`src/rtl/spi_nor_pkg.sv`:
```
package spi_nor_pkg;

    localparam int WORD_W       = 32;
    localparam int MAX_TX_BYTES = 8;
    localparam int MAX_RX_BYTES = 4;
    localparam int TXN_W        = 4;
    localparam int RXN_W        = 3;
    localparam int BITCNT_W     = 7;

    localparam logic [1:0] RA_CMD  = 2'd0;
    localparam logic [1:0] RA_DATA = 2'd1;
    localparam logic [1:0] RA_CTRL = 2'd2;

    localparam int CF_TX_LSB = 0;
    localparam int CF_RX_LSB = 4;
    localparam int CF_GO     = 8;
    localparam int CF_BUSY   = 31;

    typedef enum logic [2:0] {
        ST_IDLE,
        ST_LEAD,
        ST_SHIFT,
        ST_TRAIL,
        ST_GAP
    } xact_state_e;

    // Byte k of the outgoing stream: command, address high..low, data low..high.
    function automatic logic [7:0] stream_byte(input logic [WORD_W-1:0] cmd,
                                               input logic [WORD_W-1:0] dat,
                                               input logic [TXN_W-1:0]  idx);
        logic [7:0] b;
        case (idx)
            4'd0:    b = cmd[7:0];
            4'd1:    b = cmd[31:24];
            4'd2:    b = cmd[23:16];
            4'd3:    b = cmd[15:8];
            4'd4:    b = dat[7:0];
            4'd5:    b = dat[15:8];
            4'd6:    b = dat[23:16];
            4'd7:    b = dat[31:24];
            default: b = 8'h00;
        endcase
        return b;
    endfunction

endpackage

```
`src/rtl/sck_half_timer.sv`:
```
module sck_half_timer #(
    parameter int SCK_HALF = 2
) (
    input  logic clk,
    input  logic rst_n,
    input  logic en,
    output logic tick
);
    localparam int CW = (SCK_HALF > 1) ? $clog2(SCK_HALF) : 1;

    logic [CW-1:0] cnt_q;

    assign tick = en && (cnt_q == CW'(SCK_HALF - 1));

    always_ff @(posedge clk or negedge rst_n) begin
        if (!rst_n) begin
            cnt_q <= '0;
        end else if (!en || tick) begin
            cnt_q <= '0;
        end else begin
            cnt_q <= cnt_q + 1'b1;
        end
    end

    generate
        if (SCK_HALF > 1) begin : g_spacing
            // half-period ticks are never back to back when the divider exceeds one
            p_tick_spacing_r9: assert property (@(posedge clk) disable iff (!rst_n)
                tick |=> !tick);
        end
    endgenerate

endmodule

```
`src/rtl/spi_nor_seq.sv`:
```
module spi_nor_seq
    import spi_nor_pkg::*;
(
    input  logic                      clk,
    input  logic                      rst_n,
    input  logic                      go,
    input  logic [TXN_W-1:0]          go_tx,
    input  logic [RXN_W-1:0]          go_rx,
    input  logic [WORD_W-1:0]         cmd_word,
    input  logic [WORD_W-1:0]         data_word,
    input  logic                      tick,
    input  logic                      miso,
    output logic                      run,
    output logic                      busy,
    output logic                      sck,
    output logic                      cs_n,
    output logic                      mosi,
    output logic [WORD_W-1:0]         rx_word,
    output logic                      rx_load
);
    xact_state_e           state_q, state_d;
    logic [TXN_W-1:0]      tx_l;
    logic [RXN_W-1:0]      rx_l;
    logic [BITCNT_W-1:0]   bit_q;
    logic                  sck_q;
    logic                  gap_q;
    logic [WORD_W-1:0]     rxw_q;

    logic [TXN_W-1:0]      nbytes;
    logic [BITCNT_W-1:0]   nbits;
    logic                  last_bit;
    logic [TXN_W-1:0]      byte_idx;
    logic                  in_tx;
    logic [4:0]            rx_off;
    logic [4:0]            rx_pos;
    logic [7:0]            cur_byte;
    logic                  accept;

    assign nbytes   = tx_l + {1'b0, rx_l};
    assign nbits    = {nbytes, 3'b000};
    assign last_bit = (bit_q == nbits - 7'd1);
    assign byte_idx = bit_q[6:3];
    assign in_tx    = byte_idx < tx_l;
    assign rx_off   = bit_q[4:0] - {tx_l[1:0], 3'b000};
    assign rx_pos   = {rx_off[4:3], ~rx_off[2:0]};
    assign cur_byte = stream_byte(cmd_word, data_word, byte_idx);
    assign accept   = go && (state_q == ST_IDLE) && (go_tx != '0);

    // state register
    always_ff @(posedge clk or negedge rst_n) begin
        if (!rst_n) state_q <= ST_IDLE;
        else        state_q <= state_d;
    end

    always_comb begin
        state_d = state_q;
        unique case (state_q)
            ST_IDLE:  if (accept)                     state_d = ST_LEAD;
            ST_LEAD:  if (tick)                       state_d = ST_SHIFT;
            ST_SHIFT: if (tick && sck_q && last_bit)  state_d = ST_TRAIL;
            ST_TRAIL: if (tick)                       state_d = ST_GAP;
            ST_GAP:   if (tick && gap_q)              state_d = ST_IDLE;
            default:                                  state_d = ST_IDLE;
        endcase
    end

    // outputs
    always_comb begin
        run     = (state_q != ST_IDLE);
        busy    = run;
        cs_n    = !((state_q == ST_LEAD) || (state_q == ST_SHIFT) || (state_q == ST_TRAIL));
        rx_load = (state_q == ST_SHIFT) && tick && sck_q && last_bit && (rx_l != '0);
        mosi    = ((state_q == ST_LEAD) || (state_q == ST_SHIFT)) && in_tx
                  && cur_byte[~bit_q[2:0]];
    end

    assign sck     = sck_q;
    assign rx_word = rxw_q;

    // shifter datapath
    always_ff @(posedge clk or negedge rst_n) begin
        if (!rst_n) begin
            tx_l  <= '0;
            rx_l  <= '0;
            bit_q <= '0;
            sck_q <= 1'b0;
            gap_q <= 1'b0;
            rxw_q <= '0;
        end else if (accept) begin
            tx_l  <= go_tx;
            rx_l  <= go_rx;
            bit_q <= '0;
            sck_q <= 1'b0;
            gap_q <= 1'b0;
            rxw_q <= '0;
        end else if (tick) begin
            if ((state_q == ST_LEAD) || ((state_q == ST_SHIFT) && !sck_q)) begin
                sck_q <= 1'b1;
                if (!in_tx) rxw_q[rx_pos] <= miso;
            end else if (state_q == ST_SHIFT) begin
                sck_q <= 1'b0;
                if (!last_bit) bit_q <= bit_q + 1'b1;
            end else if (state_q == ST_GAP) begin
                gap_q <= 1'b1;
            end
        end
    end

    // SCK rests low outside a framed transaction
    p_sck_low_idle_r5: assert property (@(posedge clk) disable iff (!rst_n)
        cs_n |-> !sck_q);
    // the bit counter never passes the requested length while shifting
    p_bit_bound_r2: assert property (@(posedge clk) disable iff (!rst_n)
        (state_q == ST_SHIFT) |-> (bit_q < nbits));
    // busy persists through the gap after chip select is released
    p_gap_busy_r6: assert property (@(posedge clk) disable iff (!rst_n)
        $rose(cs_n) |=> busy);

endmodule

```
`src/rtl/spi_nor_xact.sv`:
```
module spi_nor_xact
    import spi_nor_pkg::*;
#(
    parameter int SCK_HALF = 2
) (
    input  logic              clk,
    input  logic              rst_n,
    input  logic              bus_we,
    input  logic [1:0]        bus_addr,
    input  logic [31:0]       bus_wdata,
    output logic [31:0]       bus_rdata,
    output logic              sck,
    output logic              cs_n,
    output logic              mosi,
    input  logic              miso
);
    logic [WORD_W-1:0] cmd_q, data_q;
    logic [TXN_W-1:0]  tx_q;
    logic [RXN_W-1:0]  rx_q;
    logic              busy, run, tick, rx_load, wr_ok, go;
    logic [TXN_W-1:0]  go_tx;
    logic [RXN_W-1:0]  go_rx;
    logic [WORD_W-1:0] rx_word;

    assign wr_ok = bus_we && !busy;
    assign go    = wr_ok && (bus_addr == RA_CTRL) && bus_wdata[CF_GO];
    assign go_tx = (bus_wdata[CF_TX_LSB +: TXN_W] > TXN_W'(MAX_TX_BYTES))
                   ? TXN_W'(MAX_TX_BYTES) : bus_wdata[CF_TX_LSB +: TXN_W];
    assign go_rx = (bus_wdata[CF_RX_LSB +: RXN_W] > RXN_W'(MAX_RX_BYTES))
                   ? RXN_W'(MAX_RX_BYTES) : bus_wdata[CF_RX_LSB +: RXN_W];

    always_ff @(posedge clk or negedge rst_n) begin
        if (!rst_n) begin
            cmd_q  <= '0;
            data_q <= '0;
            tx_q   <= '0;
            rx_q   <= '0;
        end else begin
            if (rx_load) data_q <= rx_word;
            if (wr_ok) begin
                case (bus_addr)
                    RA_CMD:  cmd_q  <= bus_wdata;
                    RA_DATA: data_q <= bus_wdata;
                    RA_CTRL: begin
                        tx_q <= bus_wdata[CF_TX_LSB +: TXN_W];
                        rx_q <= bus_wdata[CF_RX_LSB +: RXN_W];
                    end
                    default: ;
                endcase
            end
        end
    end

    always_comb begin
        case (bus_addr)
            RA_CMD:  bus_rdata = cmd_q;
            RA_DATA: bus_rdata = data_q;
            RA_CTRL: bus_rdata = {busy, 24'd0, rx_q, tx_q};
            default: bus_rdata = '0;
        endcase
    end

    sck_half_timer #(.SCK_HALF(SCK_HALF)) u_timer (
        .clk   (clk),
        .rst_n (rst_n),
        .en    (run),
        .tick  (tick)
    );

    spi_nor_seq u_seq (
        .clk       (clk),
        .rst_n     (rst_n),
        .go        (go),
        .go_tx     (go_tx),
        .go_rx     (go_rx),
        .cmd_word  (cmd_q),
        .data_word (data_q),
        .tick      (tick),
        .miso      (miso),
        .run       (run),
        .busy      (busy),
        .sck       (sck),
        .cs_n      (cs_n),
        .mosi      (mosi),
        .rx_word   (rx_word),
        .rx_load   (rx_load)
    );

    // writes during a transaction leave the command word untouched
    p_busy_ignore_r7: assert property (@(posedge clk) disable iff (!rst_n)
        (busy && bus_we) |=> $stable(cmd_q));
    // a start with zero transmit bytes never opens a frame
    p_zero_tx_r8: assert property (@(posedge clk) disable iff (!rst_n)
        (!busy && bus_we && (bus_addr == RA_CTRL) && bus_wdata[CF_GO]
         && (bus_wdata[3:0] == 4'd0)) |=> (!busy && cs_n));

endmodule

```
`config.mk`:
```
export PLATFORM = sky130hd
export DESIGN_NAME = spi_nor_xact
export DESIGN_NICKNAME = d
export VERILOG_FILES = /design/src/rtl/spi_nor_pkg.sv /design/src/rtl/sck_half_timer.sv /design/src/rtl/spi_nor_seq.sv /design/src/rtl/spi_nor_xact.sv
export SDC_FILE = /design/constraint.sdc
export NUM_CORES = 1
export LEC_CHECK = 0
export CAP_MARGIN = 10
export CORE_UTILIZATION = 55
export CTS_CLUSTER_DIAMETER = 100
export DETAILED_ROUTE_END_ITERATION = 12
export GPL_TIMING_DRIVEN = 0
export PLACE_DENSITY = 0.82
export SLEW_MARGIN = 10
export SYNTH_ARGS = -nofsm -noshare
export SYNTH_HDL_FRONTEND = slang
export SYNTH_HIERARCHICAL = 1
export SYNTH_SLANG_ARGS = --single-unit
```
`constraint.sdc`:
```
create_clock -name clk -period 7.7 [get_ports clk]
set_input_delay 1.54 -clock clk [delete_from_list [all_inputs] [get_ports clk]]
set_output_delay 1.54 -clock clk [all_outputs]
set_load 0.02 [all_outputs]
```
==> results of run 1 <==
cell type report:
| class | instances | area share [%] |
|---|---|---|
| Timing Repair Buffer | 71 | 8.441 |
| Inverter | 11 | 0.4778 |
| Multi-Input combinational cell | 486 | 42.64 |
| Clock buffer | 17 | 4.923 |
| Sequential cell | 123 | 35.62 |
| Buffer | 58 | 3.489 |
| Clock inverter | 15 | 1.926 |
| Tap cell | 172 | 2.490 |
registers in the layout, indices dropped and copies added, names as in the netlist:
name and flops:
cmd_q 32, u_timer/cnt_q 1, data_q 32, u_seq/tx_l 4
u_seq/rx_l 3, u_seq/rx_word 32, u_seq/bit_q 7, u_seq/sck 1
tx_q 4, rx_q 3, u_seq/state_q 3, u_seq/gap_q 1
power breakdown:
| part | internal [W] | total [W] | switching (W) |
|---|---|---|---|
| clock | 0.000481 | 0.000802 | 0.000321 |
| sequential | 0.000956 | 0.00124 | 0.000288 |
| combinational | 0.000711 | 0.00145 | 0.000734 |
| total | 0.00215 | 0.00349 | 0.00134 |
per-stage QoR:
stage               util [%]  hold WS [ns]  worst slack (ns)  std cells
floorplan                  -        0.4629             3.683        678
global placement       63.52        0.4781            0.3570        920
detailed placement     63.75        0.4963             3.013        921
CTS                    68.44        0.5090             2.823        953
global route           68.48        0.5297             2.501        953
finish                 68.48        0.5131             2.683        953
synth_stat cells (11+ instances only):
master    number
nand2_1       83
mux2_2       102
dfrtp_1      123
clkbuf_1      25
nand3_1       37
a21oi_1       35
buf_2         20
nor3_1        11
ha_1          11
nor2_1        41
inv_1         11
mux2i_1       44
path summary, 6_finish.rpt:
check,startpoint,to,slack [ns],depth (start not counted)
setup / recovery,u_seq/bit_q[5],mosi,2.68,8
hold / removal,u_seq/gap_q,u_seq/gap_q,0.51,2
setup reg to reg,u_seq/tx_l[0],data_q[29],3.69,11
hold reg to reg,u_seq/gap_q,u_seq/gap_q,0.51,2
max in group asynchronous,rst_n,cmd_q[20],5.94,2
min in group asynchronous,rst_n,u_seq/tx_l[0],1.06,1
cells by family after synthesis:
| group | count (synthesis) | share of synthesized area [%] |
|---|---|---|
| and+or+nand+nor | 219 | 14.94 |
| buffers and inverters | 69 | 4.828 |
| AOI/OAI and AO/OA | 85 | 7.859 |
| adders and majority gates | 13 | 2.502 |
| xor gates and xnor gates | 10 | 1.445 |
| DFF | 123 | 43.35 |
| muxes | 159 | 25.07 |
worst max-delay path, cell delays in order (launching register included):
cell,delay (ns)
dfrtp_1,0.52
buf_2,0.35
buf_4,0.28
nand2_1,0.08
a2111oi_0,0.64
o311ai_0,0.22
nand3_1,0.11
and4_1,0.22
clkdlybuf4s50_1,0.61
metal layers:
| layer | GRT usage [%] | routed length [um] | up-vias |
|---|---|---|---|
| li1 | - | - | 2589 |
| met1 | 43.85 | 9021 | 2895 |
| met2 | 52.65 | 9866 | 320 |
| met5 | 0 | 0 | - |
| met3 | 7.741 | 1453 | 65 |
| met4 | 19.40 | 1004 | 0 |
==> metrics, run 1 <==
status complete, but fails checks; failing checks DRC; Peak VDD IR 0.2496 mV; core area 0.01262 sq mm; WP data required 6.16 ns; number of global-route vias before repair 5799; post-CTS setup buffers 0; Hold Vio Cnt, Final 0; worst skew pair latency 0.43 ns; number of synthesized flops with an enable pin 0; CP arrival 3.48 ns; CTS max path bufs 2; Setup crit end kind output pin; largest area contributor in the netlist dfrtp_1; I/O Buffers 70; first-pass GRT wire length 32550 um; Max Fclk 199.3 MHz; kind of critical path reg -> out; share of post-route cells with drive strength above 1 23.18%; DRC Markers 2; register area 0.003078 sq mm; RSZ-0062 raised after global routing no; Root Buffer Master clkbuf_16; Final GP Congestion 0.9844; Ports 73; final setup TNS 0 ns; CTS Hold Bufs 0; Multi-input gate area 0.003685 sq mm; sequential share of the synthesized area 43.35%; largest net degree at the start of global routing 75; Avg Synthesized Cell Area 10.47 sq um; Antenna Nets Post-Route 0; top post-synthesis cells by area dfrtp_1, mux2_2, mux2i_1; Fill cells 973; max_cap viols 0; Overall Global Routing Usage 33.90%; CTS tree built; Leak 3.665 nW; Die Footprint 0.01337 sq mm; row count 41; Starting Density 56.27%; Area Growth Syn to Fin 21.71%; clock sink total 123; Startpoint Class register; antenna violations before repair 0; commonest non-fill, non-tap cells in the layout dfrtp_1, mux2_2, nand2_1; total CTS buffers 17; Slew headroom 22.69%; count of cell types in the netlist 57; Cell Area, Placed 0.008045 sq mm; CTS resizes 0; DR vias 5869; number of diodes 0; DR pass1 iterations 8; die height 115.6 um; Die Wd 115.6 um; Post-Syn Nets 729; Final Critical Period 5.017 ns; Via density 6.158; Mapped Area 0.007101 sq mm; post-synth top area share 43.35%; # H-tree levels 4; Net count, final 819; power per cell area 404.1 mW/mm^2; routed len/inst 22.40 um; worst hold path type reg -> reg; Tot Pwr 0.003493 W; 1st-iter DRT viols 605; crit path max fanout 10; Final Setup Violations 0; Detailed Place HPWL 15310 um; worst-case clock skew 0.01080 ns; ys flop type dfrtp_1; synth warn 6; post-synthesis instance total 678; Slew Viols, Final 0; gr ovfl total 0; Worst Max-Slew Pin Slew 1.157 ns; commonest non-fill, non-tap cell in the layout dfrtp_1; Async SR Flop Fraction 100.0%; Synth Register Bits 123; final worst-path cycle share 65.16%; drt total wl 21350 um; Design Area, Final 0.008642 sq mm; Clk pin slew, worst setup/hold paths 0.06 ns
Note: power is estimated with default switching activity, not from simulation.
==> run 2: changes to the inputs <==
--- a/config.mk
+++ b/config.mk
@@ -6,11 +6,11 @@
 export NUM_CORES = 1
 export LEC_CHECK = 0
 export CAP_MARGIN = 10
-export CORE_UTILIZATION = 55
+export CORE_UTILIZATION = 52
 export CTS_CLUSTER_DIAMETER = 100
 export DETAILED_ROUTE_END_ITERATION = 12
 export GPL_TIMING_DRIVEN = 0
-export PLACE_DENSITY = 0.82
+export PLACE_DENSITY = 0.81
 export SLEW_MARGIN = 10
 export SYNTH_ARGS = -nofsm -noshare
 export SYNTH_HDL_FRONTEND = slang
==> constraint.sdc (replaced) <==
create_clock -name clk -period 4.5 [get_ports clk]
set_input_delay 0.9 -clock clk [delete_from_list [all_inputs] [get_ports clk]]
set_output_delay 0.9 -clock clk [all_outputs]
set_load 0.02 [all_outputs]
==> metrics, run 2 (synthesis gave the netlist of run 1 again) <==
cell count along the critical path 8; crit path max fanout 10; combinational power share 40.9%; RSZ-0062 raised after global routing no; status complete, no violations; Peak VDD IR 0.3456 mV; Slew headroom 37.88%; total CTS buffers 17; CTS max path bufs 2; Worst Path Buf+Inv 3; largest net degree at the start of global routing 73; antenna violations before repair 0; CTS Hold Bufs 0; Starting Density 53.41%; Root Buffer Master clkbuf_16; Switch Pwr 0.002294 W; crit-path cells buf_2, buf_4, nand2_1, a2111oi_0, o311ai_0, nand3_1, and4_1, clkdlybuf4s50_1; Overall Global Routing Usage 30.99%; first-pass GRT wire length 32730 um; power per cell area 695.6 mW/mm^2; Max Fclk 231.8 MHz; Multi-input gate area 0.003680 sq mm; Final Setup Violations 0; Startpoint Class register; DR vias 5870; delay-heaviest family, CP buffers and inverters; die height 118.9 um; Die Footprint 0.01413 sq mm; CTS resizes 0; I/O Buffers 70; final setup TNS 0 ns; CTS tree built; CP arrival 3.41 ns; DR pass1 iterations 6; number of diodes 0; WHS 0.4255 ns; Worst Max-Slew Pin Slew 0.9247 ns; Sequential Power Share 36.0%; slowest stage delay, CP 0.61 ns; Fill cells 1011; Slew Viols, Final 0; Detailed Place HPWL 15190 um; final worst-path cycle share 95.88%; WP data required 3.60 ns; Hold Vio Cnt, Final 0; max_cap viols 0; Final Critical Period 4.315 ns; clock sink total 123; Area Growth Syn to Fin 21.85%; routed len/inst 21.59 um; Design Area, Final 0.008652 sq mm; Max stage delay cell, worst path clkdlybuf4s50_1; worst-case clock skew 0.004985 ns; row count 42; DRC Markers 0; Worst Reg-to-Reg Cells 11; register area 0.003078 sq mm; worst hold path type in -> async; Ports 73; Clk pin slew, worst setup/hold paths 0.05 ns; clock share of power 23.1%; kind of critical path reg -> out; Net count, final 819; 1st-iter DRT viols 551; Final GP Congestion 0.9656; Via density 6.134; commonest non-fill, non-tap cell in the layout dfrtp_1; post-CTS setup buffers 0; Leak 3.674 nW; share of post-route cells with drive strength above 1 22.92%; core area 0.01330 sq mm; Antenna Nets Post-Route 0; Die Wd 118.9 um; worst skew pair latency 0.42 ns; Setup crit end kind output pin; commonest non-fill, non-tap cells in the layout dfrtp_1, mux2_2, nand2_1; cell internal pwr 0.003725 W; # H-tree levels 4; number of global-route vias before repair 5922; gr ovfl total 0; Cell Area, Placed 0.008050 sq mm; switch share 38.11%; drt total wl 20660 um
==> run 2: cell count changes in the layout (fill, tap and decap cells not counted) <==
| cell | delta |
|---|---|
| nor3b_1 | +1 |
| inv_6 | -3 |
| clkinvlp_4 | -1 |
| clkinv_2 | +2 |
| clkbuf_1 | +1 |
| nor3b_2 | -1 |
| bufinv_16 | +1 |
==> run 2: through the flow <==
step                setup WS (ns)  total power, W  std cells  utilization (%)
floorplan                   1.010        0.003660        678                -
CTS                        0.3049        0.005980        957            65.08
global route              0.06868        0.006330        957            65.08
global placement           -2.107        0.004453        924            60.33
detailed placement         0.4621        0.004567        925            60.55
finish                     0.1853        0.006019        957            65.08
==> run 2: path summary, 6_finish.rpt <==
check / slack, ns / to / from
min in group clk: 0.51 / u_seq/gap_q / u_seq/gap_q
worst min register to register: 0.51 / u_seq/gap_q / u_seq/gap_q
worst min-delay path: 0.43 / u_timer/cnt_q / rst_n
worst max-delay path: 0.19 / mosi / u_seq/bit_q[5]
max in group asynchronous: 3.36 / u_seq/rx_word[17] / rst_n
worst max register to register: 0.39 / data_q[24] / u_seq/tx_l[0]
==> run 2: area by class of cell <==
type / count / share of cell area [%]
clock buffer: 18 / 4.960
inverter: 11 / 0.4772
sequential: 123 / 35.57
clock inverter: 14 / 1.996
tap: 176 / 2.545
multi-input combinational: 486 / 42.53
timing repair buffer: 71 / 8.431
buffer: 58 / 3.485
==> run 2: power by group through the flow <==
stage	logic (W)	clock network, W	registers [W]
floorplan	0.00176	0	0.00190
global placement	0.00232	0	0.00213
detailed placement	0.00241	0	0.00216
CTS	0.00243	0.00140	0.00215
global route	0.00267	0.00145	0.00221
finish	0.00246	0.00139	0.00217
==> run 2: per-layer routing <==
layer	up-vias	GRT usage, %	wire length [um]
met2	291	47.11	9309
li1	2596	-	-
met1	2927	42.14	8864
met4	0	15.82	991
met5	-	0	0
met3	56	6.274	1498
